`src/rtl/snapcnt_pkg.sv`:
```
// Package: shared encodings for the snapshot counter.
// Assumes a 2-bit register address and a 2-bit source select field.
package snapcnt_pkg;

    typedef enum logic [1:0] {
        SRC_DIV_SLOW = 2'b00,
        SRC_DIV_FAST = 2'b01,
        SRC_TMR_OVF  = 2'b10,
        SRC_EXT_FALL = 2'b11
    } src_sel_e;

    typedef enum logic [1:0] {
        ADDR_CNT_LO = 2'b00,
        ADDR_CNT_HI = 2'b01,
        ADDR_CTRL   = 2'b10,
        ADDR_STAT   = 2'b11
    } reg_addr_e;

    localparam int CTRL_IRQ_EN_BIT  = 0;
    localparam int CTRL_SRC_LSB     = 1;
    localparam int CTRL_IDLE_FRZ_BIT = 7;
    localparam int STAT_FLAG_BIT    = 0;

endpackage

```
`src/rtl/snapcnt_divider.sv`:
```
// Free-running clock-enable divider. It emits a single-cycle pulse once
// every DIV clocks, whatever source is selected downstream.
// Assumes DIV >= 2.
module snapcnt_divider #(
    parameter int DIV = 12
) (
    input  logic clk,
    input  logic rst_n,
    output logic pulse
);
    localparam int CW = (DIV > 2) ? $clog2(DIV) : 1;
    localparam logic [CW-1:0] LAST = CW'(DIV - 1);

    logic [CW-1:0] phase_q;

    // Wrap the phase counter at DIV-1.
    always_ff @(posedge clk) begin
        if (!rst_n)
            phase_q <= '0;
        else if (phase_q == LAST)
            phase_q <= '0;
        else
            phase_q <= phase_q + 1'b1;
    end

    assign pulse = (phase_q == LAST);
endmodule

```
`src/rtl/snapcnt_edge.sv`:
```
// Synchronizes an asynchronous input through SYNC_STAGES flops and
// produces a one-cycle pulse on each high-to-low transition.
// Assumes each input level is held for at least two clocks.
module snapcnt_edge #(
    parameter int SYNC_STAGES = 2
) (
    input  logic clk,
    input  logic rst_n,
    input  logic async_in,
    output logic fall_pulse
);
    logic [SYNC_STAGES-1:0] sync_q;
    logic                   last_q;

    generate
        for (genvar g = 0; g < SYNC_STAGES; g++) begin : g_sync
            if (g == 0) begin : g_first
                // First stage samples the raw pin.
                always_ff @(posedge clk) begin
                    if (!rst_n) sync_q[0] <= 1'b0;
                    else        sync_q[0] <= async_in;
                end
            end else begin : g_next
                // Later stages settle the previous stage.
                always_ff @(posedge clk) begin
                    if (!rst_n) sync_q[g] <= 1'b0;
                    else        sync_q[g] <= sync_q[g-1];
                end
            end
        end
    endgenerate

    // Remember the previous synchronized level for edge detection.
    always_ff @(posedge clk) begin
        if (!rst_n) last_q <= 1'b0;
        else        last_q <= sync_q[SYNC_STAGES-1];
    end

    assign fall_pulse = last_q & ~sync_q[SYNC_STAGES-1];
endmodule

```
`src/rtl/snapcnt_core.sv`:
```
// Counter core: the 16-bit count, byte loads, the high-byte holding
// register and the sticky overflow flag.
// Assumes at most one of lo_wr / hi_wr is high in a cycle.
module snapcnt_core #(
    parameter int BYTE_W = 8
) (
    input  logic                clk,
    input  logic                rst_n,
    input  logic                cnt_step,
    input  logic                lo_wr,
    input  logic                hi_wr,
    input  logic                lo_rd,
    input  logic [BYTE_W-1:0]   wdata,
    input  logic                flag_clr,
    output logic [2*BYTE_W-1:0] cnt_q,
    output logic [BYTE_W-1:0]   snap_q,
    output logic                flag_q
);
    localparam int CNT_W = 2 * BYTE_W;

    logic wrap;

    assign wrap = cnt_step && !lo_wr && !hi_wr && (cnt_q == {CNT_W{1'b1}});

    // Count register: byte writes win over the increment.
    always_ff @(posedge clk) begin
        if (!rst_n)
            cnt_q <= '0;
        else if (lo_wr)
            cnt_q[BYTE_W-1:0] <= wdata;
        else if (hi_wr)
            cnt_q[CNT_W-1:BYTE_W] <= wdata;
        else if (cnt_step)
            cnt_q <= cnt_q + 1'b1;
    end

    // Holding register: captures the high byte on a low-byte read.
    always_ff @(posedge clk) begin
        if (!rst_n)
            snap_q <= '0;
        else if (lo_rd)
            snap_q <= cnt_q[CNT_W-1:BYTE_W];
    end

    // Sticky overflow flag: a wrap outranks a software clear.
    always_ff @(posedge clk) begin
        if (!rst_n)
            flag_q <= 1'b0;
        else if (wrap)
            flag_q <= 1'b1;
        else if (flag_clr)
            flag_q <= 1'b0;
    end
endmodule

```
`src/rtl/snapcnt_top.sv`:
```
// Top of the prescaled counter: control register, source mux, idle gating,
// read mux and interrupt output.
// Assumes one bus access per cycle and a synchronous tmr_ovf_in.
module snapcnt_top
    import snapcnt_pkg::*;
#(
    parameter int BYTE_W      = 8,
    parameter int DIV_SLOW    = 12,
    parameter int DIV_FAST    = 4,
    parameter int SYNC_STAGES = 2
) (
    input  logic              clk,
    input  logic              rst_n,
    input  logic [1:0]        bus_addr,
    input  logic              bus_rd,
    input  logic              bus_wr,
    input  logic [BYTE_W-1:0] bus_wdata,
    output logic [BYTE_W-1:0] bus_rdata,
    input  logic              tmr_ovf_in,
    input  logic              ext_cnt_in,
    input  logic              core_idle,
    output logic              irq
);
    localparam int CNT_W = 2 * BYTE_W;

    reg_addr_e          addr;
    src_sel_e           src_q;
    logic               irq_en_q;
    logic               idle_frz_q;
    logic               slow_pulse, fast_pulse, ext_fall;
    logic               src_tick, cnt_step;
    logic               lo_wr, hi_wr, lo_rd, flag_clr;
    logic [CNT_W-1:0]   cnt_q;
    logic [BYTE_W-1:0]  snap_q;
    logic               flag_q;

    assign addr = reg_addr_e'(bus_addr);

    snapcnt_divider #(.DIV(DIV_SLOW)) u_div_slow (
        .clk(clk), .rst_n(rst_n), .pulse(slow_pulse)
    );

    snapcnt_divider #(.DIV(DIV_FAST)) u_div_fast (
        .clk(clk), .rst_n(rst_n), .pulse(fast_pulse)
    );

    snapcnt_edge #(.SYNC_STAGES(SYNC_STAGES)) u_edge (
        .clk(clk), .rst_n(rst_n), .async_in(ext_cnt_in), .fall_pulse(ext_fall)
    );

    // Control register write.
    always_ff @(posedge clk) begin
        if (!rst_n) begin
            irq_en_q   <= 1'b0;
            src_q      <= SRC_DIV_SLOW;
            idle_frz_q <= 1'b0;
        end else if (bus_wr && addr == ADDR_CTRL) begin
            irq_en_q   <= bus_wdata[CTRL_IRQ_EN_BIT];
            src_q      <= src_sel_e'(bus_wdata[CTRL_SRC_LSB +: 2]);
            idle_frz_q <= bus_wdata[CTRL_IDLE_FRZ_BIT];
        end
    end

    // Select the count pulse source.
    always_comb begin
        unique case (src_q)
            SRC_DIV_SLOW: src_tick = slow_pulse;
            SRC_DIV_FAST: src_tick = fast_pulse;
            SRC_TMR_OVF:  src_tick = tmr_ovf_in;
            SRC_EXT_FALL: src_tick = ext_fall;
            default:      src_tick = 1'b0;
        endcase
    end

    assign cnt_step = src_tick && !(idle_frz_q && core_idle);
    assign lo_wr    = bus_wr && addr == ADDR_CNT_LO;
    assign hi_wr    = bus_wr && addr == ADDR_CNT_HI;
    assign lo_rd    = bus_rd && addr == ADDR_CNT_LO;
    assign flag_clr = bus_wr && addr == ADDR_STAT && !bus_wdata[STAT_FLAG_BIT];

    snapcnt_core #(.BYTE_W(BYTE_W)) u_core (
        .clk(clk), .rst_n(rst_n), .cnt_step(cnt_step),
        .lo_wr(lo_wr), .hi_wr(hi_wr), .lo_rd(lo_rd),
        .wdata(bus_wdata), .flag_clr(flag_clr),
        .cnt_q(cnt_q), .snap_q(snap_q), .flag_q(flag_q)
    );

    // Read data mux for the selected register.
    always_comb begin
        bus_rdata = '0;
        unique case (addr)
            ADDR_CNT_LO: bus_rdata = cnt_q[BYTE_W-1:0];
            ADDR_CNT_HI: bus_rdata = snap_q;
            ADDR_CTRL: begin
                bus_rdata[CTRL_IRQ_EN_BIT]     = irq_en_q;
                bus_rdata[CTRL_SRC_LSB +: 2]   = src_q;
                bus_rdata[CTRL_IDLE_FRZ_BIT]   = idle_frz_q;
            end
            ADDR_STAT:   bus_rdata[STAT_FLAG_BIT] = flag_q;
            default:     bus_rdata = '0;
        endcase
    end

    assign irq = flag_q && irq_en_q;
endmodule

```
`config.mk`:
```
export PLATFORM = sky130hd
export DESIGN_NAME = snapcnt_top
export DESIGN_NICKNAME = d
export VERILOG_FILES = /design/src/rtl/snapcnt_pkg.sv /design/src/rtl/snapcnt_divider.sv /design/src/rtl/snapcnt_edge.sv /design/src/rtl/snapcnt_core.sv /design/src/rtl/snapcnt_top.sv
export SDC_FILE = /design/constraint.sdc
export NUM_CORES = 1
export LEC_CHECK = 0
export BUFFER_PORTS_ARGS = -buffer_cell sky130_fd_sc_hd__buf_2
export CORE_MARGIN = 2
export CORE_UTILIZATION = 49
export CTS_BUF_LIST = sky130_fd_sc_hd__clkbuf_16
export DETAILED_ROUTE_END_ITERATION = 10
export PLACE_DENSITY = 0.7
export SLEW_MARGIN = 5
export SYNTH_ARGS = -nofsm -noshare
export SYNTH_HDL_FRONTEND = slang
export SYNTH_SLANG_ARGS = --single-unit
```
`constraint.sdc`:
```
create_clock -name clk -period 2.9 [get_ports clk]
set_input_delay 0.29 -clock clk [delete_from_list [all_inputs] [get_ports clk]]
set_output_delay 0.29 -clock clk [all_outputs]
set_load 0.01 [all_outputs]
```
======== Word level (Yosys, flattened, before mapping) ========
Cells that the tools add are included.
word-level totals
  register bits after elaboration ......... 38
  logic and storage cells ................. 65
  bits of input ports ..................... 17
cells by class
  bitwise gates (word level) .............. 4
  add/subtract/negate cells ............... 3
  equality and inequality tests ........... 10
  mux-type cells .......................... 11
  reductions and logical operators ........ 25
operators with widths
  operator                                                                number
  8-bit two-way mux                                                       3
  16-bit by 1-bit adder with 16-bit output (second input constant)        1
  16-bit equality test (second input constant)                            1
  16-bit two-way mux                                                      1
  1-bit logical AND                                                       12
  2-bit equality test (second input constant)                             5
  1-bit case mux with 4 select lines                                      2
  4-bit case mux with 2 select lines                                      1
  2-bit case mux with 3 select lines                                      1
  2-bit nonzero test                                                      3
  4-bit by 1-bit adder with 4-bit output (second input constant)          1
  2-bit by 1-bit equality test with 1-bit output (second input constant)  2
  4-bit equality test (second input constant)                             1
  1-bit zero test                                                         4
  2-bit zero test                                                         2
  2-bit AND reduction                                                     2
  2-bit OR reduction                                                      2
  1-bit NOT                                                               3
  1-bit case mux with 3 select lines                                      1
  2-bit by 1-bit adder with 2-bit output (second input constant)          1
  1-bit two-way mux                                                       2
  2-bit by 1-bit != test with 1-bit output (second input constant)        1
  1-bit bitwise AND                                                       1

======== Logic depth before layout (Yosys ltp) ========
Gate-level depths: netlist (run 1).
  depth in word-level cells ............... 8
  gate-level depth with buffers ........... 7
  mapped depth without buffers ............ 6

======== Cells and area by module ========
A second synthesis (run 1) with hierarchy kept.
unflattened totals
  cells, all modules ...................... 224
  area, all modules ....................... 2026.9 µm²
modules (own cells, without submodules)
  module                         instances  cells each  area each (µm²)
  snapcnt_core                   1          149         1300.0
  snapcnt_top                    1          45          389.1
  snapcnt_divider at u_div_slow  1          18          175.2
  snapcnt_edge                   1          7           88.8
  snapcnt_divider at u_div_fast  1          5           73.8

======== Worst setup path before layout (run 1) ========
No wires, ideal clock.
  path kind ............................... register to register
  from .................................... reg u_div_slow.phase_q[0]
  to ...................................... reg u_core.cnt_q[15]
  stages on the path, launching flop included .. 8
  required time ........................... 2.826 ns
  arrival time ............................ 1.579 ns
  path slack .............................. 1.247 ns
  buffers on the path ..................... 1
  library setup time ...................... 0.074 ns
  cell sequence ........................... dfxtp_1 > ha_1 > nand3b_1 > o21ai_0 > clkbuf_4 > nand3_4 > or3_1 > a31oi_1
between the ends
  word-level cells in the longest chain between the ends .. 5
ends and longest elaborated chain
  item                                line                   text
  start, declared                     snapcnt_divider.sv:14  logic [CW-1:0] phase_q;
  start signal, assigned              snapcnt_divider.sv:23  phase_q <= phase_q + 1'b1;
  4-bit equality test                 snapcnt_divider.sv:26  assign pulse = (phase_q == LAST);
  1-bit case mux with 4 select lines  snapcnt_top.sv:66      unique case (src_q)
  1-bit logical AND                   snapcnt_top.sv:75      assign cnt_step = src_tick && !(idle_frz_q && core_idle);
  2-bit nonzero test (no line)        --
  2-bit AND reduction (no line)       --
  end signal, assigned by index       snapcnt_core.sv:30     cnt_q[BYTE_W-1:0] <= wdata;
  end signal, assigned by index       snapcnt_core.sv:32     cnt_q[CNT_W-1:BYTE_W] <= wdata;
  end signal, assigned                snapcnt_core.sv:34     cnt_q <= cnt_q + 1'b1;
  end, declared                       snapcnt_core.sv:15     output logic [2*BYTE_W-1:0] cnt_q,
Every way passes these cells.
A chain may end at the register's enable or synchronous reset.

======== Worst setup path after layout (run 1) ========
  from .................................... reg src_q[0]
  to ...................................... reg u_core.cnt_q[15]
between the ends
  word-level cells in the longest chain between the ends .. 5
  elaborated cells between the ends (all ways) .. 8
ends and longest elaborated chain
  item                                         line               text
  start, declared                              snapcnt_top.sv:27  src_sel_e src_q;
  start signal, assigned                       snapcnt_top.sv:59  src_q <= src_sel_e'(bus_wdata[CTRL_SRC_LSB +: 2]);
  2-bit equality test (tied with other cells)  snapcnt_top.sv:66
  1-bit case mux with 4 select lines *         snapcnt_top.sv:66
  1-bit logical AND *                          snapcnt_top.sv:75
  2-bit nonzero test (no line) *               --
  2-bit AND reduction (no line) *              --
Mark *: on every way between the ends. The rest lies on a longest branch, timed or not.

==> key figures, run 1 <==
Finish
  – Number of antenna cells inserted: 0
  – Final Cell Area: 2170 sq um
  – Layout Cells excl Fill: 288
  – Area growth syn-to-layout: 14.6%
  – Share of layout cells above drive strength 1: 0.171
  – Final net count: 259

Timing
  – Final count of pins violating max slew: 0
  – Period utilisation layout: 0.725
  – TNS Setup: 0 ns
  – Final hold viol count: 0
  – RSZ-0062 raised after global routing: false
  – Worst-margin pin slew: 0.821 ns
  – Worst rel slew slack: 0.453
  – Setup violations, final: 0
  – Skew final: 0.00566 ns
  – WHS: 0.218 ns
  – Final min period: 2.10 ns
  – Maximum clock rate: 0.475 GHz

Critical path
  – RR Endpoint: u_core.cnt_q[15]$_SDFFE_PN0P_
  – Crit path DAT: 2.31 ns
  – R2r startpoint: src_q[0]$_SDFFE_PN0P_
  – Worst-path cell chain: nand3b_1 > a311oi_2 > nand3_4 > or3_1 > a31oi_1
  – Worst reg2reg path depth: 5
  – WP data required: 3.11 ns
  – Slowest CP cell: a311oi_2
  – CP Max Fanout: 11
  – Crit path from: src_q[0]$_SDFFE_PN0P_
  – Crit-path max cell delay: 0.74 ns
  – Crit start category: flip-flop
  – Worst setup EP type: flip-flop
  – Top Family by Delay on Critical Path: compound AO/OA/AOI/OAI gates
  – Critical path type: flip-flop to flip-flop
  – CP bufs+invs: 0
  – R2r setup slk: 0.80 ns

Power and ir drop
  – Worst IR Drop VDD: 390 uV
  – Sequential Power Share: 0.479
  – Clk network pwr share: 0.430
  – Pleak: 0.859 nW
  – Comb power frac: 0.090
  – Net Sw Frac: 0.239
  – P_int: 0.000903 W
  – Switching power: 0.000284 W
  – P per Cell Area: 547 nW/um^2

Die
  – Core Area: 3690 sq um
  – Die X: 66.2 um
  – Chip height: 66.2 um
  – I/O pins: 26
  – Die ar.: 4380 sq um
  – Initial core utilization: 0.513
  – Row count: 22

Routing
  – Via density: 5.60
  – Wire per inst: 15.3 um
  – Vias: 1,613
  – Post-route DRC violation count: 0
  – DR iter-0 viols: 131
  – DR pass1 iterations: 4
  – Post-DRT Antenna Nets: 0
  – Final wirelength: 4390 um

CTS
  – Clock transition time at the flip-flop clock pins of the worst setup and hold paths: 0.06 ns
  – Clk Latency, worst-skew pair: 0.28 ns
  – Post-cts resize count: 0
  – CTS tree: done
  – Max clock buf depth: 2
  – Post-CTS Hold Buffers: 0
  – CTS sink count: 38
  – Setup repair bufs after CTS: 0
  – H-Tree Depth: 2
  – Root buf cell: clkbuf_16
  – Total CTS buffers: 5

Synth
  – Dominant cells by area after synthesis: dfxtp_1 (40%), mux2i_1 (9.0%), o21ai_0 (5.6%)
  – Sequential fraction of the synthesis area: 0.402
  – Netlist cell types: 38
  – Yosys top cell by area: dfxtp_1
  – EDFF count, synth: 0
  – Mean Syn Cell Area: 8.72 sq um
  – Syn_nets: 237
  – Fraction of registers with async set or reset after synthesis: 0
  – Synth cell count leaders: dfxtp_1 (38), o21ai_0 (21), nor2_1 (20), nand2_1 (18), mux2i_1 (17)
  – Warnings from Yosys: 0
  – Post-synthesis cell count: 217
  – Yosys top cell area share: 0.402
  – Synth Cell Area: 1890 sq um
  – Main flop type after synthesis: dfxtp_1
  – Flops & latches, synth: 38
  – Cell with the most instances after synthesis: dfxtp_1

Placement
  – Buffers on Ports: 25
  – Dpl cell area: 2030 sq um
  – HPWL Detailed: 3080 um
  – Routability cong.: 0.850
  – Placed cells: 280

Run
  – Max Cap Viol: 0

Global routing
  – Initial antenna violation count: 0
  – Vias in the first global route: 1,532
  – Total gr overflow: 0
  – Largest net degree at the start of global routing: 23
  – First-pass GRT wire length: 7160 um
  – Global router's overall resource usage: 0.222

Status
  – Status: completed

Min path
  – Hold path depth: 2
  – Hold EP: u_edge.sync_q[0]$_SDFF_PN0_
  – Hold wc startpoint: ext_cnt_in
  – Worst Hold Class: primary input to flip-flop
power by group through the flow:
stage | clock [W] | combinational [W] | sequential, W
after floorplan | 0 | 0.0000771 | 0.000572
after detailed placement | 0 | 0.000107 | 0.000579
after global placement | 0 | 0.000105 | 0.000579
after CTS | 0.000518 | 0.000108 | 0.000568
after global routing | 0.000547 | 0.000121 | 0.000572
final | 0.000511 | 0.000107 | 0.000569
worst max-delay path by stage:
stage	end	slack [ns]	depth (start not counted)
after detailed placement	u_core.cnt_q[15]$_SDFFE_PN0P_	0.72	6
after floorplan	u_core.cnt_q[15]$_SDFFE_PN0P_	1.25	7
after global placement	u_core.cnt_q[15]$_SDFFE_PN0P_	0.75	6
after CTS	u_core.cnt_q[15]$_SDFFE_PN0P_	0.82	5
after global routing	u_core.cnt_q[13]$_SDFFE_PN0P_	0.68	5
final	u_core.cnt_q[15]$_SDFFE_PN0P_	0.80	5
stage by stage:
step / power (W) / worst slack [ns] / utilization
floorplan: 0.000649 / 1.25 / -
global placement: 0.000684 / 0.750 / 0.551
detailed placement: 0.000686 / 0.724 / 0.551
CTS: 0.00119 / 0.825 / 0.588
global route: 0.00124 / 0.679 / 0.588
finish: 0.00119 / 0.797 / 0.588
per-layer routing:
layer  vias up  GRT usage  share of wire
met5         -          0              0
met2        37      0.353           0.46
li1        818          -              -
met4         0     0.0765          0.011
met1       752      0.288           0.48
met3         6     0.0630          0.047
final cells by class:
| cell class | instances | area, sq um |
|---|---|---|
| clock buffers | 5 | 125 |
| clock inverters | 3 | 12.5 |
| fillers | 345 | 1520 |
| inverters | 2 | 7.51 |
| multi-input cells | 165 | 1060 |
| flip-flops and latches | 38 | 761 |
| well taps | 48 | 60.1 |
| repair buffers | 27 | 140 |
sequential cells by signal, summed over array words and instances, names as in the netlist, 2 cells and up:
| register | cells |
|---|---|
| u_core.cnt_q | 16 |
| u_div_fast.phase_q | 2 |
| src_q | 2 |
| u_edge.sync_q | 2 |
| u_div_slow.phase_q | 4 |
| u_core.snap_q | 8 |
worst reg2reg max path, delay by kind of cell (launching register included):
family	cells	cell delay [ns]
compound gates	2	0.89
simple gates	3	0.70
flops	1	0.44
logic make-up (layout without fill, tap and decap cells):
kind of cell | Yosys count | count (layout) | share of synthesized area
DFF | 38 | 38 | 0.402
muxes | 18 | 18 | 0.102
buffers and inverters | 14 | 37 | 0.0363
and+or+nand+nor | 88 | 88 | 0.258
AOI/OAI and AO/OA | 45 | 45 | 0.131
xor gates and xnor gates | 11 | 11 | 0.0509
adders and majority gates | 3 | 3 | 0.0198
cell usage in the layout (no fill, tap or decap), types with 2 or more instances in the layout:
cell type / instances
dfxtp_1: 38
buf_2: 25
o21ai_0: 21
nor2_1: 20
nand2_1: 18
mux2i_1: 17
a21oi_1: 16
nand3_1: 10
xor2_1: 9
nand4_1: 7
and2_1: 6
and3_1: 5
clkbuf_16: 5
nor3b_1: 3
a211oi_1: 3
or3_1: 3
a31oi_1: 3
ha_1: 3
nor2b_1: 2
clkinv_1: 2
nand3b_1: 2
inv_1: 2
nor3_1: 2
xnor2_1: 2
and4_1: 2
buf_4: 2
Note: power is estimated with default switching activity, not from simulation.
==> run 2, diff against run 1 <==
--- a/config.mk
+++ b/config.mk
@@ -10,7 +10,7 @@
 export CORE_UTILIZATION = 49
 export CTS_BUF_LIST = sky130_fd_sc_hd__clkbuf_16
 export DETAILED_ROUTE_END_ITERATION = 10
-export PLACE_DENSITY = 0.7
+export PLACE_DENSITY = 0.72
 export SLEW_MARGIN = 5
 export SYNTH_ARGS = -nofsm -noshare
 export SYNTH_HDL_FRONTEND = slang
==> constraint.sdc (replaced) <==
create_clock -name clk -period 1.8 [get_ports clk]
set_input_delay 0.18 -clock clk [delete_from_list [all_inputs] [get_ports clk]]
set_output_delay 0.18 -clock clk [all_outputs]
set_load 0.01 [all_outputs]
==> key figures, run 2 (synthesized netlist as in run 1, its figures left out) <==
Routing
  – Vias: 1,686
  – Wire per inst: 14.9 um
  – DR pass1 iterations: 4
  – Via density: 5.62
  – Final wirelength: 4460 um
  – Post-route DRC violation count: 0
  – DR iter-0 viols: 126
  – Post-DRT Antenna Nets: 0

Critical path
  – CP Max Fanout: 5
  – Crit start category: flip-flop
  – Crit path DAT: 1.89 ns
  – WP data required: 2.02 ns
  – Worst setup EP type: flip-flop
  – Crit path from: u_core.cnt_q[0]$_SDFFE_PN0P_
  – RR Endpoint: u_core.flag_q$_SDFFE_PN0P_
  – R2r setup slk: 0.13 ns
  – R2r startpoint: u_core.cnt_q[0]$_SDFFE_PN0P_
  – Critical path type: flip-flop to flip-flop
  – Worst Setup EP: u_core.flag_q$_SDFFE_PN0P_
  – Worst reg2reg path depth: 6

Finish
  – Area taken by multi-input logic gates: 1070 sq um
  – Most common cell after layout, fill and taps aside: dfxtp_1
  – Area growth syn-to-layout: 20.4%
  – Share of layout cells above drive strength 1: 0.222
  – Fillers: 326
  – Sequential cell area: 762 sq um
  – Commonest non-fill, non-tap cells in the layout: dfxtp_1 (37), buf_2 (25), o21ai_0 (20), nor2_1 (20), nand2_1 (18)
  – Final net count: 271
  – Regs by FF count: u_core.cnt_q x16, u_core.snap_q x8, u_div_slow.phase_q x4
  – Max FFs per register: 16
  – Final Cell Area: 2280 sq um
  – Number of antenna cells inserted: 0
  – Biggest register: u_core.cnt_q

CTS
  – Root buf cell: clkbuf_16
  – CTS sink count: 38
  – H-Tree Depth: 2
  – Post-CTS Hold Buffers: 0
  – Clk Latency, worst-skew pair: 0.28 ns
  – Clock transition time at the flip-flop clock pins of the worst setup and hold paths: 0.06 ns
  – CTS tree: done
  – Total CTS buffers: 5
  – Max clock buf depth: 2

Die
  – Die X: 66.2 um
  – Row count: 22
  – Core Area: 3690 sq um
  – Die ar.: 4380 sq um
  – Chip height: 66.2 um
  – Initial core utilization: 0.513
  – I/O pins: 26

Timing
  – Final count of pins violating max slew: 0
  – TNS Setup: 0 ns
  – Worst-margin pin slew: 0.522 ns
  – Skew final: 0.00452 ns
  – Final min period: 1.67 ns
  – Worst Setup Slack, final: 0.130 ns
  – Setup violations, final: 0
  – Worst rel slew slack: 0.652
  – Maximum clock rate: 0.599 GHz
  – Period utilisation layout: 0.928
  – Final hold viol count: 0

Global routing
  – Initial antenna violation count: 0
  – First-pass GRT wire length: 7380 um
  – Largest net degree at the start of global routing: 22
  – Total gr overflow: 0
  – Vias in the first global route: 1,619
  – Global router's overall resource usage: 0.225

Placement
  – Routability cong.: 0.906
  – HPWL Detailed: 3180 um
  – Setup WS pre-CTS: 0.0575 ns
  – Dpl cell area: 2110 sq um
  – Buffers on Ports: 25

Min path
  – Worst Hold Class: primary input to flip-flop

Power and ir drop
  – P per Cell Area: 848 nW/um^2
  – Worst IR Drop VDD: 596 uV
  – Total power: 0.00193 W
  – Pleak: 0.925 nW

Run
  – Max Cap Viol: 0

Status
  – Status: completed
[run 2: layout make-up]
class	count	share of cell area
multi-input cells	165	0.469
flip-flops and latches	38	0.334
repair buffers	39	0.106
clock buffers	5	0.0549
well taps	48	0.0263
clock inverters	3	0.00549
inverters	2	0.00329
[run 2: stage by stage]
stage | utilization | cells | hold WS [ns]
after global routing | 0.618 | 300 | 0.133
after floorplan | - | 217 | 0.307
after detailed placement | 0.573 | 289 | 0.396
after global placement | 0.573 | 289 | 0.396
after CTS | 0.610 | 297 | 0.110
final | 0.618 | 300 | 0.111
[run 2: power by group]
group	total, W	internal (W)	switching, W
registers	0.000914	0.000880	0.0000337
logic	0.000199	0.0000931	0.000106
clock network	0.000820	0.000500	0.000320
total	0.00193	0.00147	0.000460
[run 2: worst min-delay path by stage]
stage | from | to | slack (ns) | cells past startpoint
after floorplan | ext_cnt_in | u_edge.sync_q[0]$_SDFF_PN0_ | 0.31 | 1
after global placement | ext_cnt_in | u_edge.sync_q[0]$_SDFF_PN0_ | 0.40 | 2
after detailed placement | ext_cnt_in | u_edge.sync_q[0]$_SDFF_PN0_ | 0.40 | 2
after CTS | ext_cnt_in | u_edge.sync_q[0]$_SDFF_PN0_ | 0.11 | 2
after global routing | ext_cnt_in | u_edge.sync_q[0]$_SDFF_PN0_ | 0.13 | 2
final | ext_cnt_in | u_edge.sync_q[0]$_SDFF_PN0_ | 0.11 | 2
[run 2: routing by layer]
metal | routed length (um) | vias up | GRT usage
li1 | - | 836 | -
met1 | 2070 | 795 | 0.293
met2 | 2060 | 42 | 0.368
met3 | 236 | 13 | 0.0426
met4 | 98 | 0 | 0.0893
met5 | 0 | - | 0
[run 2: timing repair]
action                                  in CTS  in global routing
resized for setup                            0                  4
endpoints found under the setup margin       0                  8
buffers inserted                             0                  3
[run 2: worst max-delay path: stages (launching register included)]
cell and delay (ns):
dfxtp_1 0.42, ha_1 0.22, nand3_1 0.10, nor2_1 0.30, and3_2 0.25, nand4_1 0.15
a21oi_1 0.17
